## src/rtl/hbb_pkg.sv

```systemverilog
package hbb_pkg;

    // Fixed instruction length in bytes: sequential PCs step by this amount.
    localparam int unsigned INSN_BYTES = 4;

    // What the table did in a given cycle.
    typedef enum logic [1:0] {
        EV_NONE   = 2'd0,
        EV_HIT    = 2'd1,
        EV_INSERT = 2'd2,
        EV_DROP   = 2'd3
    } hbb_event_e;

endpackage

```

## src/rtl/hbb_disc_detect.sv

```systemverilog
module hbb_disc_detect #(
    parameter int unsigned ADDR_W = 32
) (
    input  logic              clk,
    input  logic              rst_n,
    input  logic              pc_valid_i,
    input  logic [ADDR_W-1:0] pc_i,
    output logic              disc_o
);
    import hbb_pkg::*;

    localparam logic [ADDR_W-1:0] STEP = ADDR_W'(INSN_BYTES);

    typedef struct packed {
        logic [ADDR_W-1:0] prev_pc;
        logic              have_prev;
    } det_state_t;

    det_state_t st_d, st_q;

    always_comb begin
        st_d = st_q;
        if (pc_valid_i) begin
            st_d.prev_pc   = pc_i;
            st_d.have_prev = 1'b1;
        end
    end

    always_ff @(posedge clk or negedge rst_n) begin
        if (!rst_n) st_q <= '0;
        else        st_q <= st_d;
    end

    assign disc_o = pc_valid_i && st_q.have_prev && (pc_i != st_q.prev_pc + STEP);

    // an idle cycle leaves the remembered PC untouched
    p_prev_hold_r2: assert property (@(posedge clk) disable iff (!rst_n)
        !pc_valid_i |=> $stable(st_q.prev_pc));

endmodule

```

## src/rtl/hbb_match.sv

```systemverilog
module hbb_match #(
    parameter int unsigned ADDR_W  = 32,
    parameter int unsigned ENTRIES = 8,
    localparam int unsigned IDX_W  = (ENTRIES > 1) ? $clog2(ENTRIES) : 1
) (
    input  logic [ENTRIES-1:0]             vld_i,
    input  logic [ENTRIES-1:0][ADDR_W-1:0] addr_i,
    input  logic [ADDR_W-1:0]              pc_i,
    output logic                           hit_o,
    output logic [IDX_W-1:0]               hit_idx_o,
    output logic                           free_o,
    output logic [IDX_W-1:0]               free_idx_o
);
    logic [ENTRIES-1:0] eq;

    for (genvar g = 0; g < ENTRIES; g++) begin : g_cmp
        assign eq[g] = vld_i[g] && (addr_i[g] == pc_i);
    end

    // Descending scan so the lowest-numbered candidate wins.
    always_comb begin
        hit_o      = 1'b0;
        hit_idx_o  = '0;
        free_o     = 1'b0;
        free_idx_o = '0;
        for (int i = ENTRIES - 1; i >= 0; i--) begin
            if (eq[i]) begin
                hit_o     = 1'b1;
                hit_idx_o = IDX_W'(i);
            end
            if (!vld_i[i]) begin
                free_o     = 1'b1;
                free_idx_o = IDX_W'(i);
            end
        end
    end

    // a single address can occupy at most one entry
    p_unique_r5: assert final ($onehot0(eq));

endmodule

```

## src/rtl/hbb_profiler.sv

```systemverilog
module hbb_profiler #(
    parameter int unsigned ADDR_W  = 32,
    parameter int unsigned ENTRIES = 8,
    parameter int unsigned CNT_W   = 16,
    localparam int unsigned IDX_W  = (ENTRIES > 1) ? $clog2(ENTRIES) : 1
) (
    input  logic              clk,
    input  logic              rst_n,
    input  logic              pc_valid,
    input  logic [ADDR_W-1:0] pc,
    input  logic [CNT_W-1:0]  threshold,
    input  logic [IDX_W-1:0]  rd_idx,
    output logic              rd_valid,
    output logic [ADDR_W-1:0] rd_addr,
    output logic [CNT_W-1:0]  rd_count,
    output logic              rd_hot,
    output logic              overflow
);
    import hbb_pkg::*;

    localparam logic [CNT_W-1:0] CNT_MAX = '1;

    typedef struct packed {
        logic [ENTRIES-1:0]             vld;
        logic [ENTRIES-1:0][ADDR_W-1:0] addr;
        logic [ENTRIES-1:0][CNT_W-1:0]  cnt;
        logic                           ovf;
    } tbl_state_t;

    tbl_state_t st_d, st_q;
    hbb_event_e ev;

    logic             disc;
    logic             hit;
    logic             free;
    logic [IDX_W-1:0] hit_idx;
    logic [IDX_W-1:0] free_idx;

    hbb_disc_detect #(.ADDR_W(ADDR_W)) u_detect (
        .clk        (clk),
        .rst_n      (rst_n),
        .pc_valid_i (pc_valid),
        .pc_i       (pc),
        .disc_o     (disc)
    );

    hbb_match #(.ADDR_W(ADDR_W), .ENTRIES(ENTRIES)) u_match (
        .vld_i      (st_q.vld),
        .addr_i     (st_q.addr),
        .pc_i       (pc),
        .hit_o      (hit),
        .hit_idx_o  (hit_idx),
        .free_o     (free),
        .free_idx_o (free_idx)
    );

    always_comb begin
        st_d = st_q;
        ev   = EV_NONE;
        if (disc) begin
            if (hit) begin
                ev = EV_HIT;
                if (st_q.cnt[hit_idx] != CNT_MAX)
                    st_d.cnt[hit_idx] = st_q.cnt[hit_idx] + CNT_W'(1);
            end else if (free) begin
                ev = EV_INSERT;
                st_d.vld[free_idx]  = 1'b1;
                st_d.addr[free_idx] = pc;
                st_d.cnt[free_idx]  = CNT_W'(1);
            end else begin
                ev = EV_DROP;
                st_d.ovf = 1'b1;
            end
        end
    end

    always_ff @(posedge clk or negedge rst_n) begin
        if (!rst_n) st_q <= '0;
        else        st_q <= st_d;
    end

    logic rd_in_range;
    assign rd_in_range = (32'(rd_idx) < ENTRIES);

    always_comb begin
        rd_valid = 1'b0;
        rd_addr  = '0;
        rd_count = '0;
        if (rd_in_range) begin
            rd_valid = st_q.vld[rd_idx];
            rd_addr  = st_q.addr[rd_idx];
            rd_count = st_q.cnt[rd_idx];
        end
    end

    assign rd_hot   = rd_valid && (rd_count > threshold);
    assign overflow = st_q.ovf;

    // overflow never clears once raised
    p_ovf_sticky_r8: assert property (@(posedge clk) disable iff (!rst_n)
        st_q.ovf |=> st_q.ovf);

    // overflow can only rise when every slot is occupied
    p_ovf_full_r8: assert property (@(posedge clk) disable iff (!rst_n)
        $rose(st_q.ovf) |-> (&st_q.vld));

    // an insertion lands with a count of one
    p_insert_one_r4: assert property (@(posedge clk) disable iff (!rst_n)
        (ev == EV_INSERT) |=> (st_q.vld[$past(free_idx)] && st_q.cnt[$past(free_idx)] == CNT_W'(1)));

    for (genvar g = 0; g < ENTRIES; g++) begin : g_chk
        // a saturated counter stays saturated
        p_sat_hold_r6: assert property (@(posedge clk) disable iff (!rst_n)
            (st_q.cnt[g] == CNT_MAX) |=> (st_q.cnt[g] == CNT_MAX));
        // a valid entry keeps its address and never loses count
        p_entry_mono_r5: assert property (@(posedge clk) disable iff (!rst_n)
            st_q.vld[g] |=> (st_q.vld[g] && $stable(st_q.addr[g]) && st_q.cnt[g] >= $past(st_q.cnt[g])));
    end

endmodule

```

## config.mk

```make
export PLATFORM = sky130hd
export DESIGN_NAME = hbb_profiler
export DESIGN_NICKNAME = d
export VERILOG_FILES = /design/src/rtl/hbb_pkg.sv /design/src/rtl/hbb_disc_detect.sv /design/src/rtl/hbb_match.sv /design/src/rtl/hbb_profiler.sv
export SDC_FILE = /design/constraint.sdc
export NUM_CORES = 1
export LEC_CHECK = 0
export BUFFER_PORTS_ARGS = -buffer_cell sky130_fd_sc_hd__buf_2
export CORE_ASPECT_RATIO = 1.1
export CORE_MARGIN = 8
export CORE_UTILIZATION = 40
export CTS_CLUSTER_SIZE = 40
export DETAILED_ROUTE_END_ITERATION = 8
export SYNTH_ARGS = -nofsm -noshare
export SYNTH_HDL_FRONTEND = slang
export SYNTH_SLANG_ARGS = --single-unit
export TNS_END_PERCENT = 50
```

## constraint.sdc

```tcl
create_clock -name clk -period 8.05 [get_ports clk]
set_input_delay 1.61 -clock clk [delete_from_list [all_inputs] [get_ports clk]]
set_output_delay 1.61 -clock clk [all_outputs]
set_load 0.1 [all_outputs]
```

==> impl_metrics.json <==
{
  "drt-pass1-iter-count": 6,
  "die_y_um": 284,
  "fin_setup_tns_ps": 0,
  "switchingPower_mw": 4.15,
  "fillers": 5888,
  "combPwrFrac_pct": 40.6,
  "p_int_mw": 5.62,
  "worst_pin_slew_ps": 1050,
  "wirelength_um": 106000,
  "required_ps": 8530,
  "final_core_util_pct": 45.8,
  "place_inst": 3113,
  "core_area_um2": 64900,
  "ys_ff_latch": 426,
  "first_global_vias": 20248,
  "finalHoldViolations": 0,
  "cts.sinks": 426,
  "vias_per_cell": 6.30,
  "seq_power_share_pct": 34.9,
  "maxCapViolations": 0,
  "rr_startpoint": "u_detect.st_q[5]",
  "yosys_warnings": 0,
  "p_leak_nw": 12.2,
  "fin_nets": 2387,
  "slew-limit-headroom_pct": 29.5,
  "grt_max_degree": 168,
  "cpLargestDelayFamily": "simple AND/OR/NAND/NOR gates",
  "cts_buffers": 50,
  "rsz0062_at_grt": "no",
  "ys.flop_type": "dfrtp_1",
  "finalSetupViolCount": 0,
  "worstHoldStart": "u_detect.st_q[0]",
  "crit_chain": "buf_2, xnor2_1, nand4_1, nor4_1, nand4_1, a21oi_1, and2_1, buf_4, o21ai_0, o21ai_0, nor3b_1, ha_1, o221a_2, nand4_1, nor4_1, nand4_1, buf_4, nand2_1, buf_4, o2bb2ai_1",
  "grt_pass1_wl_um": 151000,
  "r2r-end": "st_q[364]",
  "max_stage_delay_ps": 650,
  "outcome": "complete, no violations",
  "clock_latency_ps": 610,
  "antenna_found_initial": 4,
  "switching_share_pct": 42.5,
  "cts.path.max_buffers": 3,
  "synth_cell_type_count": 88,
  "cp_common_cell": "nand4_1",
  "syn2layout_area_growth_pct": 13.7,
  "fin_ws_ps": 1320,
  "fin_crit_ps": 6730,
  "cp_max_fo": 18,
  "syn_inst": 2223,
  "postCtsSetupBuffers": 0,
  "synth-edff-count": 0,
  "cts.hold.buffers_added": 0,
  "syn_area_per_cell_um2": 11.7,
  "critPathKind": "primary input to register",
  "grt.overflow.total": 0,
  "final_cells": 3204,
  "rr_worst_depth": 14,
  "cts_root_buf": "clkbuf_16",
  "ff2ff_setup_slack_ps": 1820,
  "final_max_slew_viol_count": 0,
  "pre_cts_slack_ps": 959,
  "hold_path_class": "register to register",
  "seq_area_frac_synth_pct": 40.8,
  "finClkSkew_ps": 19.8,
  "syn_nets": 2295,
  "drt-initial-drc-count": 1746,
  "vdd_ir_drop_max_v": 0.000265,
  "post_drt_wl_per_cell_um": 33.0,
  "crit_cells": 20,
  "hold_path_end": "u_detect.st_q[0]",
  "globalRouteTotalUtil_pct": 28.1,
  "clkPwrFrac_pct": 24.5,
  "cp_data_arrival_time_ps": 7220,
  "die_w_um": 260,
  "syn_area_um2": 26100,
  "async_flop_share_pct": 100,
  "gp_congestion": 1.03,
  "whs_path_depth": 1,
  "cts_max_level": 2,
  "dp_hpwl_um": 80100,
  "crit_slowest_cell": "xnor2_1",
  "path_buf_inv": 4,
  "endpoint_kind": "register",
  "drive_gt1_share_pct": 33.4,
  "dieArea_um2": 73700,
  "cts_resized": 0,
  "fin_crit_sh_pct": 83.6,
  "drc": 0,
  "std_cell_rows": 98,
  "crit_path_start_kind": "primary input",
  "powerDensity_nw_per_um2": 329,
  "ios": 105,
  "clk_pin_slew_ps": 60,
  "initial_core_util_pct": 40.3,
  "vias": 20187,
  "io_buffer_count": 104,
  "cts_tree": "done",
  "fmax_mhz": 149,
  "antenna_left": 0
}
==> power by group through the flow <==
stage,clock network (mW),registers [mW],logic (mW)
CTS,2.43,3.38,3.95
floorplan,0,3.21,2.68
detailed placement,0,3.42,3.93
finish,2.39,3.41,3.96
global route,2.51,3.47,4.07
global placement,0,3.37,3.91
==> cell usage after synthesis (all sizes together) (14+ instances only) <==
cell     instances  area share (%)
nor4            92             2.3
or4             17            0.49
nand2           82             1.3
clkbuf          86             1.2
nor3            43            0.84
o21ai           39            0.76
inv             38            0.55
mux2i           27             1.0
nand2b          14            0.34
a22o            22            0.74
nor2            46            0.66
buf             82             1.8
o2bb2ai         98             3.5
dfrtp          426              41
a21oi           29            0.56
and2            19            0.46
mux4            98             8.5
ha              18            0.86
nand3           46             1.0
xnor2          134             4.6
mux2           335              14
nand4           73             1.8
xor2           176             5.9
==> area by class of cell <==
| class | instances | area [um^2] | share of cell area (%) |
|---|---|---|---|
| flip-flops and latches | 426 | 10700 | 35.9 |
| clock inverters | 20 | 284 | 0.957 |
| inverters | 38 | 143 | 0.481 |
| repair buffers | 208 | 1510 | 5.08 |
| multi-input cells | 1591 | 14600 | 49.1 |
| well taps | 850 | 1060 | 3.58 |
| clock buffers | 70 | 1440 | 4.84 |
| diodes | 1 | 2.50 | 0.00843 |
==> sequential cells by signal, summed over array words and instances (netlist names) <==
signal / cells
st_q: 392
u_detect.st_q: 33
overflow: 1
==> logic make-up after synthesis <==
family / after synthesis / share of synthesized area, %
and+or+nand+nor: 523 / 11.9
muxes: 460 / 23.9
DFF: 426 / 40.8
xor gates and xnor gates: 310 / 10.5
AOI/OAI and AO/OA: 280 / 8.45
buffers and inverters: 206 / 3.55
adders and majority gates: 18 / 0.862
==> metrics by stage <==
stage / area, um^2 / hold WS, ps / power, mW
final: 29700 / 477 / 9.77
after global routing: 29700 / 502 / 10.1
after CTS: 29700 / 476 / 9.76
after detailed placement: 28000 / 461 / 7.35
after global placement: 28000 / 457 / 7.28
after floorplan: 26100 / 439 / 5.88
==> worst max path at each step <==
stage / from / end / slack [ps]
after floorplan: rd_idx[0] / rd_hot / 620
after global placement: pc[1] / st_q[26] / 920
after detailed placement: pc[1] / st_q[8] / 960
after CTS: rd_idx[0] / rd_addr[24] / 1490
after global routing: pc[1] / st_q[5] / 1270
final: pc[1] / st_q[11] / 1320
==> layer usage <==
layer / wire length (um) / share of wire, % / global-route usage [%] / vias up
met5: 28 / 0.026 / 0 / -
met4: 7650 / 7.2 / 16.4 / 4
met3: 5990 / 5.7 / 4.56 / 265
met2: 52500 / 50 / 48.4 / 875
met1: 39700 / 37 / 32.7 / 10490
li1: - / - / - / 8553
==> placed cells by master, fill, tap and decap left out, drive strengths merged, types with 4 or more instances in the layout <==
cell type  netlist  layout
a22o            22      22
o32ai            4       4
nor3b            8       8
xor2           176     176
and3            12      12
nor3            43      43
a211oi           9       9
clkbuf          86      70
nor4            92      92
and4             8       8
nor2b            8       8
o2bb2ai         98      98
a21oi           29      29
nand2           82      82
nand2b          14      14
nand3b           7       7
bufinv           0       5
nand4           73      73
ha              18      18
mux2i           27      27
buf             82     208
nand3           46      46
nand4b          12      12
o22ai            9       9
clkinv           0      10
o211ai           7       7
or2             12      12
o21ai           39      39
dfrtp          426     426
or3             12      12
mux2           335     335
a21o            11      11
nor2            46      46
inv             38      41
and2            19      19
o221ai           9       9
or4             17      17
xnor2          134     134
mux4            98      98
nor4b            7       7
Note: power is estimated with default switching activity, not from simulation.
